==> config.mk <==
export PLATFORM = sky130hd
export DESIGN_NAME = scp_top
export DESIGN_NICKNAME = d
export VERILOG_FILES = /design/src/rtl/scp_pkg.sv /design/src/rtl/scp_sync.sv /design/src/rtl/scp_por.sv /design/src/rtl/scp_shift.sv /design/src/rtl/scp_regs.sv /design/src/rtl/scp_top.sv
export SDC_FILE = /design/constraint.sdc
export NUM_CORES = 1
export LEC_CHECK = 0
export ABC_AREA = 1
export BUFFER_PORTS_ARGS = -buffer_cell sky130_fd_sc_hd__buf_2
export CORE_MARGIN = 3
export CORE_UTILIZATION = 45
export CTS_CLUSTER_DIAMETER = 100
export DETAILED_ROUTE_END_ITERATION = 8
export HOLD_SLACK_MARGIN = 0.12
export SLEW_MARGIN = 20
export SYNTH_ARGS = -nofsm -noshare
export SYNTH_HDL_FRONTEND = slang
export SYNTH_SLANG_ARGS = --single-unit
==> constraint.sdc <==
create_clock -name mclk -period 4.04 [get_ports mclk]
set_input_delay 0.808 -clock mclk [delete_from_list [all_inputs] [get_ports mclk]]
set_output_delay 0.808 -clock mclk [all_outputs]
set_load 0.01 [all_outputs]
==> src/rtl/scp_pkg.sv <==
package scp_pkg;
  localparam int WORD_W = 16;
  localparam int HDR_W  = 6;
  localparam int EN_W   = 6;
  localparam logic [HDR_W-1:0] HDR_MODE  = 6'b011100;
  localparam logic [HDR_W-1:0] HDR_SETUP = 6'b011011;

  typedef struct packed {
    logic [EN_W-1:0] en;
    logic [1:0]      rate;
    logic [1:0]      fs;
    logic            rng;
  } ctl_t;

  localparam ctl_t CTL_DEFAULT = '{en: '1, rate: 2'b00, fs: 2'b00, rng: 1'b0};

  // code 11 is reserved in both 2-bit fields
  function automatic logic code_reserved(input logic [1:0] code);
    return code == 2'b11;
  endfunction

  function automatic logic [1:0] out1_code(input logic rng, input logic pin);
    return {rng, pin};
  endfunction

  function automatic logic [HDR_W-1:0] hdr_of(input logic [WORD_W-1:0] w);
    return w[WORD_W-1 -: HDR_W];
  endfunction
endpackage

==> src/rtl/scp_sync.sv <==
module scp_sync #(
  parameter int W = 1,
  parameter int STAGES = 2,
  parameter logic [W-1:0] RST_VAL = '0
) (
  input  logic         clk,
  input  logic         rst_n,
  input  logic [W-1:0] d,
  output logic [W-1:0] q
);
  logic [W-1:0] stg [STAGES];

  always_ff @(posedge clk or negedge rst_n) begin
    if (!rst_n) begin
      for (int i = 0; i < STAGES; i++) stg[i] <= RST_VAL;
    end else begin
      stg[0] <= d;
      for (int i = 1; i < STAGES; i++) stg[i] <= stg[i-1];
    end
  end

  assign q = stg[STAGES-1];
endmodule

==> src/rtl/scp_por.sv <==
module scp_por #(
  parameter int POR_CYCLES = 1024
) (
  input  logic clk,
  input  logic supply_ok,
  output logic por_active
);
  localparam int CNT_W = $clog2(POR_CYCLES + 1);
  localparam logic [CNT_W-1:0] LAST = CNT_W'(POR_CYCLES);

  logic [CNT_W-1:0] cnt;

  always_ff @(posedge clk or negedge supply_ok) begin
    if (!supply_ok)       cnt <= '0;
    else if (cnt != LAST) cnt <= cnt + 1'b1;
  end

  assign por_active = (cnt != LAST);
endmodule

==> src/rtl/scp_shift.sv <==
module scp_shift
  import scp_pkg::*;
(
  input  logic              clk,
  input  logic              rst_n,
  input  logic              clr,
  input  logic              sel_n_s,
  input  logic              sck_s,
  input  logic              sdi_s,
  output logic              commit,
  output logic [WORD_W-1:0] word
);
  localparam int CNT_W = $clog2(WORD_W + 1);
  localparam logic [CNT_W-1:0] FULL = CNT_W'(WORD_W);

  logic              sel_q, sck_q;
  logic [CNT_W-1:0]  nbits;
  logic [WORD_W-1:0] shreg;
  logic              sel_rise, sck_rise;

  assign sel_rise = sel_n_s & ~sel_q;
  assign sck_rise = sck_s & ~sck_q;

  always_ff @(posedge clk or negedge rst_n) begin
    if (!rst_n) begin
      sel_q <= 1'b1;
      sck_q <= 1'b0;
      nbits <= '0;
      shreg <= '0;
    end else if (clr) begin
      sel_q <= 1'b1;
      sck_q <= 1'b0;
      nbits <= '0;
      shreg <= '0;
    end else begin
      sel_q <= sel_n_s;
      sck_q <= sck_s;
      if (sel_n_s) begin
        nbits <= '0;
      end else if (sck_rise) begin
        shreg <= {shreg[WORD_W-2:0], sdi_s};
        if (nbits != FULL) nbits <= nbits + 1'b1;
      end
    end
  end

  assign commit = sel_rise & (nbits == FULL) & ~clr;
  assign word   = shreg;
endmodule

==> src/rtl/scp_regs.sv <==
module scp_regs
  import scp_pkg::*;
(
  input  logic              clk,
  input  logic              rst_n,
  input  logic              clr,
  input  logic              commit,
  input  logic [WORD_W-1:0] word,
  output ctl_t              ctl,
  output logic              err
);
  logic [HDR_W-1:0] hdr;
  assign hdr = hdr_of(word);

  always_ff @(posedge clk or negedge rst_n) begin
    if (!rst_n) begin
      ctl <= CTL_DEFAULT;
      err <= 1'b0;
    end else if (clr) begin
      ctl <= CTL_DEFAULT;
      err <= 1'b0;
    end else begin
      err <= 1'b0;
      if (commit) begin
        case (hdr)
          HDR_MODE: begin
            ctl.en   <= word[9:4];
            ctl.rate <= word[3:2];
            ctl.fs   <= word[1:0];
            err      <= code_reserved(word[3:2]) | code_reserved(word[1:0]);
          end
          HDR_SETUP: ctl.rng <= word[4];
          default: ;
        endcase
      end
    end
  end
endmodule

==> src/rtl/scp_top.sv <==
module scp_top
  import scp_pkg::*;
#(
  parameter int POR_CYCLES = 1024,
  parameter int SYNC_STAGES = 2
) (
  input  logic            mclk,
  input  logic            supply_ok,
  input  logic            ctl_sel_n,
  input  logic            ctl_sck,
  input  logic            ctl_sdi,
  input  logic            range_pin,
  output logic [1:0]      fs_group,
  output logic [1:0]      rate_code,
  output logic [EN_W-1:0] clk_en,
  output logic            range_bit,
  output logic            power_down,
  output logic [1:0]      out1_freq,
  output logic            reserved_err
);
  logic              por_active;
  logic [2:0]        pins_s;
  logic              commit;
  logic [WORD_W-1:0] word;
  ctl_t              ctl_q;

  scp_por #(.POR_CYCLES(POR_CYCLES)) u_por (
    .clk(mclk), .supply_ok(supply_ok), .por_active(por_active)
  );

  // bit 0 = select (idles high), bit 1 = bit clock, bit 2 = data
  scp_sync #(.W(3), .STAGES(SYNC_STAGES), .RST_VAL(3'b001)) u_sync (
    .clk(mclk), .rst_n(supply_ok),
    .d({ctl_sdi, ctl_sck, ctl_sel_n}), .q(pins_s)
  );

  scp_shift u_shift (
    .clk(mclk), .rst_n(supply_ok), .clr(por_active),
    .sel_n_s(pins_s[0]), .sck_s(pins_s[1]), .sdi_s(pins_s[2]),
    .commit(commit), .word(word)
  );

  scp_regs u_regs (
    .clk(mclk), .rst_n(supply_ok), .clr(por_active),
    .commit(commit), .word(word), .ctl(ctl_q), .err(reserved_err)
  );

  assign fs_group   = ctl_q.fs;
  assign rate_code  = ctl_q.rate;
  assign clk_en     = ctl_q.en;
  assign range_bit  = ctl_q.rng;
  assign power_down = ~|ctl_q.en;
  assign out1_freq  = out1_code(ctl_q.rng, range_pin);
endmodule

### After elaboration in Yosys (flattened, before gate mapping)

Index checks and enable logic that the tools add are counted.

* shift-type cells: 0
* muxes and demuxes: 16
* add/subtract/negate cells: 2
* $lt $le $gt $ge: 0
* divide/modulo/power cells: 0
* reduce and logical (&&, ||, !) cells: 12
* equal/unequal tests: 8
* multipliers: 0
* bitwise logic cells: 8

Operators with widths (number)
* 2-to-1 mux 16 bit: 3
* 2-to-1 mux 11 bit: 2
* 2-to-1 mux 5 bit: 4
* == test 6 x 5 -> 1 bit, second input constant: 2
* adder 11 x 1 -> 11 bit, second input constant: 1
* inequality test 11 bit, second input constant: 1
* 2-to-1 mux 10 bit: 1
* AND reduction 2 bit: 4
* nonzero test 2 bit: 4
* 2-to-1 mux 1 bit: 6
* nonzero test 3 bit: 2
* OR reduction 6 bit: 1
* adder 5 x 1 -> 5 bit, second input constant: 1
* == test 5 bit, second input constant: 1
* inequality test 5 bit, second input constant: 1
* bitwise AND 1 bit: 4
* == test 2 bit, second input constant: 2
* inverter 1 bit: 3
* inequality test 2 x 1 -> 1 bit, second input constant: 1
* logical NOT 1 bit: 1
* OR 1 bit: 1

* register bits after elaboration: 52
* bits in latches: 0
* logic and storage cells: 58
* bits in writable memories: 0
* memories kept: 0
* memory bits (read-only): 0

### Depth between registers and ports, before layout

Gate-level depths: netlist of run 1.

* word-level depth: 6
* gate-level depth with buffers: 11
* mapped depth without buffers: 10

### Hierarchy

A second synthesis of run 1 with hierarchy kept.

* cell total of the unflattened synthesis: 276
* area total of the unflattened synthesis: 2476.1 um^2

Modules (own cells, without submodules)
* scp_shift: times used 1, seq. area each 576.8 um^2, area each 1071.0 um^2, cells an instance 119
* scp_por: times used 1, seq. area each 275.3 um^2, area each 598.1 um^2, cells an instance 70
* scp_regs: times used 1, seq. area each 307.8 um^2, area each 595.6 um^2, cells an instance 71
* scp_sync: times used 1, seq. area each 152.6 um^2, area each 175.2 um^2, cells an instance 9
* scp_top: times used 1, seq. area each 0.0 um^2, area each 36.3 um^2, cells an instance 7

### Least setup slack after synthesis of run 1

Ideal clock, no wire load.

* path type: input to output
* from: in range_pin
* to: out out1_freq[0]
* stages: 1
* path slack: 2.305 ns
* data arrival time: 0.927 ns
* path through: buf_4

RTL lines
* from (decl): RTL line scp_top.sv:12 `input logic range_pin,`
* to (decl): RTL line scp_top.sv:18 `output logic [1:0] out1_freq,`

No word-level cell between the ends.

### Worst setup path in the final report of run 1

* from: reg u_shift.sck_q
* to: reg u_shift.shreg[11] (netlist: u_shift.word[11])

* word-level cells in the longest chain between the ends: 4

RTL lines
* from (decl): RTL line scp_shift.sv:16 `logic sel_q, sck_q;`
* from (signal assigned): RTL line scp_shift.sv:37 `sck_q <= sck_s;`
* inverter 1 bit: RTL line scp_shift.sv:22 `assign sck_rise = sck_s & ~sck_q;`
* bitwise AND 1 bit: RTL line scp_shift.sv:22
* nonzero test 2 bit (no line)
* AND reduction 2 bit (no line)
* to (signal assigned): RTL line scp_shift.sv:41 `shreg <= {shreg[WORD_W-2:0], sdi_s};`
* to (decl): RTL line scp_shift.sv:18 `logic [WORD_W-1:0] shreg;`

Every way passes these cells.
A chain may end at the register's enable or synchronous reset.

==> metrics.cfg, run 1 <==
[outcome]
outcome=completed

[cells_and_area]
antenna_cells=0
nFillCells=516
layout.nets=316
syn2layout_area_growth_pct=8.042
drive_above_1_share=0.1824
final_util=0.5199

[setup_path]
crit_fanout=29
critPathMaxStageDelay_ns=0.66
timing.rr.end=u_shift.word[11]
start_kind=flip-flop
critical_path_class=reg -> reg
crit_path_end_kind=flip-flop
crit_path_cell_trace=nor2_1 -> nand2_1 -> o21ai_0 -> nand2_1 -> inv_1
path_buf_inv=1
r2r-start=u_shift.sck_q
cpMaxStageDelayCell=nand2_1
cp_top_family=simple AND/OR/NAND/NOR gates
crit_arrival_ns=2.34
ff2ff_path_depth=5
path_common_cell=nand2_1
crit_required_ns=4.28
worst-r2r-setup-slack_ns=1.94

[timing]
finalSetupTns_ns=0
worst_clock_skew_ns=0.005223
slew_headroom=0.4737
rsz0062_at_grt=false
hold_viol=0
fin_crit_sh=0.5206
maxSlewViolCount=0
worst-slew-pin-transition_ns=0.7876
fin_ws_ns=1.937
min_period_ns=2.103
setup_viol=0
fmax_ghz=0.4754

[placed_design]
hpwl_mm=2.954
port_buffers=18
place_ws_ns=2.013
gp_congestion=0.7648

[die]
die_w_um=81.08
rows=26
die_area_sq_um=6573
ios=21
core_sq_um=5270
die_y_um=81.08
start_util=0.4812

[min_path]
hold_path_class=reg -> reg
whs_path_depth=0
whs_endpoint=u_sync.q[2]
hp-start=u_sync.stg[5]

[global_route]
overflow=0
grt_pass1_vias=1753
track_usage=0.1511
antenna_found_initial=0
grt_start_max_net_pins=49
grt_pass1_wl_mm=7.728

[pwr]
finalPower_mw=0.8463
p_per_area_nw_per_um2=308.9
vdd_drop_max_mv=0.1438
p_leak_nw=1.405

[route]
vias=1776
dr.first_iter.drc_count=80
vias_per_cell=4.711
post_drt_wl_per_cell_um=11.22
ant_nets=0
firstDrtPassIters=5
drt_wl_total_mm=4.229
drc=0

[logic_synthesis]
synth_top_cell_by_area=dfrtp_1
synth_edf_count=0
syn_area_per_cell_sq_um=8.745
ys_top_cells_by_count=nand2_1 (70), inv_1 (48), dfrtp_1 (43)
syn-cell-area_sq_um=2536
yosysWarnings=0
synthTopCellsByArea=dfrtp_1 (42%), nand2_1 (10%), dfstp_2 (9.3%)
yosysSeqAreaShare=0.5175
synth.top_cell.area_share=0.4243
syn-instance-count=290
ys_async_sr_fraction=1.000
yosysUniqueCellTypes=30
yosysMostFrequentCell=nand2_1
synth_seq_cells=52
synth_ff_type=dfrtp_1
synth_nets=300

[run]
maxCapViolCount=0

[cts]
cts_root_buffer=clkbuf_8
htreeDepth=2
path_clk_slew_ns=0.09
hold_buffers=0
post_cts_resized=0
post-cts-setup-buffers=0
clock_latency_ns=0.30
cts_made_buffers=5
clk_path_buf_depth=2
cts_tree=done
cts_sinks=52

## logic make-up (layout without fill, tap and decap cells)
kind of cell / after synthesis / in the layout / synth area share
and+or+nand+nor: 142 / 142 / 0.2723
buffers and inverters: 60 / 77 / 0.1041
DFF: 52 / 52 / 0.5175
AOI/OAI and AO/OA: 22 / 22 / 0.05180
xor gates and xnor gates: 10 / 10 / 0.03453
adders and majority gates: 4 / 4 / 0.01973
## flip-flops by register name, summed over array words and instances (netlist names)
| name | cells |
|---|---|
| u_shift.word | 16 |
| u_por.cnt | 11 |
| u_regs.ctl | 11 |
| u_shift.nbits | 5 |
| u_sync.q | 3 |
| u_sync.stg | 3 |
| u_regs.err | 1 |
| u_shift.sck_q | 1 |
| u_shift.sel_q | 1 |
## routing by layer
metal,part of all wire,vias to the layer above,GRT usage
li1,-,925,-
met1,0.49,831,0.1949
met2,0.48,18,0.2488
met3,0.028,2,0.03659
met4,0.0059,0,0.05068
met5,0,-,0
## cell type report
class	instances	area (sq um)	share of cell area
flip-flops and latches	52	1313	0.4790
inverters	50	190.2	0.06941
clock buffers	8	90.09	0.03288
well taps	70	87.58	0.03196
multi-input cells	178	959.7	0.3502
repair buffers	19	100.1	0.03653
## per-stage QoR
step	std cells	hold WS (ns)	area, sq um
2_1_floorplan	290	0.3312	2536
3_3_place_gp	369	0.3335	2648
3_5_place_dp	369	0.3358	2648
4_1_cts	377	0.3575	2738
5_1_grt	377	0.3653	2740
6_report	377	0.3525	2740
## cells in the final DEF (no fill, tap or decap)
| cell type | instances |
|---|---|
| nand3_2 | 4 |
| nor2_2 | 2 |
| nand2_2 | 3 |
| ha_1 | 4 |
| a21oi_1 | 3 |
| buf_4 | 2 |
| clkbuf_1 | 2 |
| or2_2 | 1 |
| clkbuf_8 | 6 |
| nand3b_1 | 1 |
| nor2_8 | 2 |
| o21ai_0 | 13 |
| nor3_1 | 8 |
| o21bai_1 | 1 |
| dfrtp_1 | 43 |
| xor2_1 | 6 |
| dfstp_2 | 9 |
| xnor2_1 | 4 |
| o21ai_2 | 4 |
| inv_2 | 1 |
| inv_1 | 48 |
| inv_4 | 1 |
| nand3_1 | 24 |
| nor2_1 | 19 |
| nand4_1 | 5 |
| nand3_4 | 1 |
| nand2_4 | 2 |
| a21oi_2 | 1 |
| nand2_1 | 70 |
| buf_2 | 17 |
## power breakdown
group	switching (mW)	total [mW]	internal, mW
sequential	0.00126	0.525	0.524
clock	0.160	0.300	0.140
combinational	0.0171	0.0204	0.00332
total	0.179	0.846	0.668
## worst max path at each step
stage,from,endpoint,depth (start not counted)
floorplan,range_pin,out1_freq[0],1
global placement,u_shift.sck_q,u_shift.word[12],5
detailed placement,u_shift.sck_q,u_shift.word[11],5
CTS,u_shift.sck_q,u_shift.word[11],5
global route,u_sync.q[1],u_shift.word[11],6
finish,u_shift.sck_q,u_shift.word[11],5
Note: power is estimated with default switching activity, not from simulation.
==> run 2: changes to the inputs <==
--- a/config.mk
+++ b/config.mk
@@ -5,13 +5,14 @@
 export SDC_FILE = /design/constraint.sdc
 export NUM_CORES = 1
 export LEC_CHECK = 0
-export ABC_AREA = 1
+export ABC_AREA = 0
 export BUFFER_PORTS_ARGS = -buffer_cell sky130_fd_sc_hd__buf_2
 export CORE_MARGIN = 3
 export CORE_UTILIZATION = 45
 export CTS_CLUSTER_DIAMETER = 100
 export DETAILED_ROUTE_END_ITERATION = 8
 export HOLD_SLACK_MARGIN = 0.12
+export PLACE_DENSITY = 0.66
 export SLEW_MARGIN = 20
 export SYNTH_ARGS = -nofsm -noshare
 export SYNTH_HDL_FRONTEND = slang
==> constraint.sdc (replaced) <==
create_clock -name mclk -period 1.8 [get_ports mclk]
set_input_delay 0.36 -clock mclk [delete_from_list [all_inputs] [get_ports mclk]]
set_output_delay 0.36 -clock mclk [all_outputs]
set_load 0.01 [all_outputs]
==> metrics.cfg, run 2 <==
[setup_path]
start_kind=flip-flop
crit_path_end_kind=primary output
cp_top_family=simple AND/OR/NAND/NOR gates
crit_fanout=3
timing.rr.end=u_shift.word[10]
path_buf_inv=1
cpMaxStageDelayCell=or4_4
cp-startpoint=u_regs.ctl[8]
crit_path_cell_trace=or4_4 -> nor3_2 -> buf_2
r2r-start=u_por.cnt[5]
worst-r2r-setup-slack_ns=0.15
ff2ff_path_depth=4
crit_required_ns=1.44
critical_path_class=reg -> out
crit_arrival_ns=1.45
critPathMaxStageDelay_ns=0.52

[cells_and_area]
final_common_cell=dfrtp_1
layout.nets=233
antenna_cells=0
largest_reg_flops=16
drive_above_1_share=0.2411
syn2layout_area_growth_pct=12.44
layout_common_cells=dfrtp_1 (43), nand2_1 (42), buf_2 (18)

[logic_synthesis]
synth_top_cell_by_area=dfrtp_1
syn-cell-area_sq_um=2243
synth_edf_count=0
yosysSeqAreaShare=0.5851
syn-instance-count=200
synth_seq_cells=52
yosysWarnings=0
synth_ff_type=dfrtp_1
ys_async_sr_fraction=1.000
synth_nets=210
syn_area_per_cell_sq_um=11.22
yosysMostFrequentCell=dfrtp_1
ys_top_cells_by_count=dfrtp_1 (43), nand2_1 (42), a21oi_1 (17)
synthTopCellsByArea=dfrtp_1 (48%), dfstp_2 (11%), nand2_1 (7.0%)
yosysUniqueCellTypes=37
synth.top_cell.area_share=0.4796

[pwr]
vdd_drop_max_mv=0.6428
finalPower_mw=1.905
p_leak_nw=1.187
p_per_area_nw_per_um2=755.2

[cts]
cts_made_buffers=5
cts_sinks=52
cts_root_buffer=clkbuf_8
clk_path_buf_depth=2
clock_latency_ns=0.31
cts_tree=done
path_clk_slew_ns=0.09
htreeDepth=2

[route]
dr.first_iter.drc_count=87
drt_wl_total_mm=4.012
firstDrtPassIters=4
drc=0
post_drt_wl_per_cell_um=13.79
vias_per_cell=5.045
ant_nets=0
vias=1468

[timing]
fin_crit_sh=1.007
slew_headroom=0.5830
hold_viol=0
setup_viol=1
worst-slew-pin-transition_ns=0.6255
min_period_ns=1.812
maxSlewViolCount=0
fmax_ghz=0.5518
fin_ws_ns=-0.01219
rsz0062_at_grt=true
worst_clock_skew_ns=0.005681

[placed_design]
gp_congestion=0.8024
place_ws_ns=0.06705
hpwl_mm=2.744
port_buffers=18

[global_route]
track_usage=0.1488
grt_pass1_vias=1435
overflow=0
grt_start_max_net_pins=35
antenna_found_initial=0
grt_pass1_wl_mm=6.962

[min_path]
whs_endpoint=u_sync.stg[3]
whs_path_depth=1
hp-start=ctl_sel_n
hold_path_class=in -> reg

[die]
ios=21
rows=25
core_sq_um=4786
die_w_um=76.61
die_y_um=76.61
die_area_sq_um=5868
start_util=0.4688

[run]
maxCapViolCount=0

[outcome]
outcome=complete, but fails checks
failed_checks=setup timing

==> run 2: cell count changes in the layout (fill, tap and decap cells not counted), sizes merged, moves of 11 or more <==
cell   before  now
a21oi       4   18
nand2      75   42
nor2       23   12
o21ai      17    2
inv        50    4
mux2i       0   12
nand3      29    5
==> run 2: area by class of cell <==
cell class / instances / area, sq um
repair buffers: 25 / 157.7
inverters: 4 / 15.01
well taps: 67 / 83.83
clock inverters: 2 / 10.01
clock buffers: 6 / 82.58
flip-flops and latches: 52 / 1313
fillers: 427 / 2263
multi-input cells: 135 / 860.8
==> run 2: where the power goes <==
| group | internal, mW | switching [mW] | leakage, nW |
|---|---|---|---|
| registers | 1.18 | 0.00425 | 0.672 |
| clock network | 0.307 | 0.365 | 0.0510 |
| logic | 0.0142 | 0.0379 | 0.465 |
==> run 2: worst max-delay path by stage <==
stage                            end  slack (ns)  depth (start not counted)
global route              power_down       -0.11                          3
global placement       u_regs.ctl[3]        0.10                          4
finish                    power_down       -0.01                          3
floorplan                 power_down        0.29                          2
detailed placement  u_shift.word[10]        0.07                          4
CTS                       power_down       -0.05                          3
==> run 2: worst reg2reg max path: cells and delay by family (launching register included) <==
family          cells  cell delay, ns
flops               1            0.45
simple gates        2            0.74
compound gates      1            0.13
buf+inv             1            0.26
==> run 2: cell families (layout without fill, tap and decap cells) <==
family / Yosys count / in the layout / synth area share
flops: 52 / 52 / 0.5851
buf+inv: 13 / 37 / 0.03903
xor+xnor: 12 / 12 / 0.04685
compound gates: 21 / 21 / 0.04964
fa+ha+maj: 4 / 4 / 0.02231
simple gates: 86 / 86 / 0.2036
mux: 12 / 12 / 0.05354
==> run 2: routing by layer <==
layer	up-vias	routed length, um	GRT usage
met5	-	0	0
met3	5	138	0.04255
li1	715	-	-
met4	0	52	0.04891
met1	727	1942	0.2032
met2	21	1880	0.2285
==> run 2: through the flow <==
step	util	area [sq um]	hold slack, ns	instances	setup TNS, ns
finish	0.5271	2522	0.1494	291	-0.01219
global route	0.5271	2522	0.1321	291	-0.1200
CTS	0.5234	2505	0.1418	291	-0.05427
detailed placement	0.5020	2402	0.3422	282	0
global placement	0.5020	2402	0.3343	282	0
floorplan	-	2243	0.06441	200	0
==> run 2: repair_timing <==
action,CTS,global route
buffers inserted,0,0
endpoints found under the setup margin,1,14
hold endpoints to repair,16,0
gates resized for setup,0,3
hold buffers,1,0
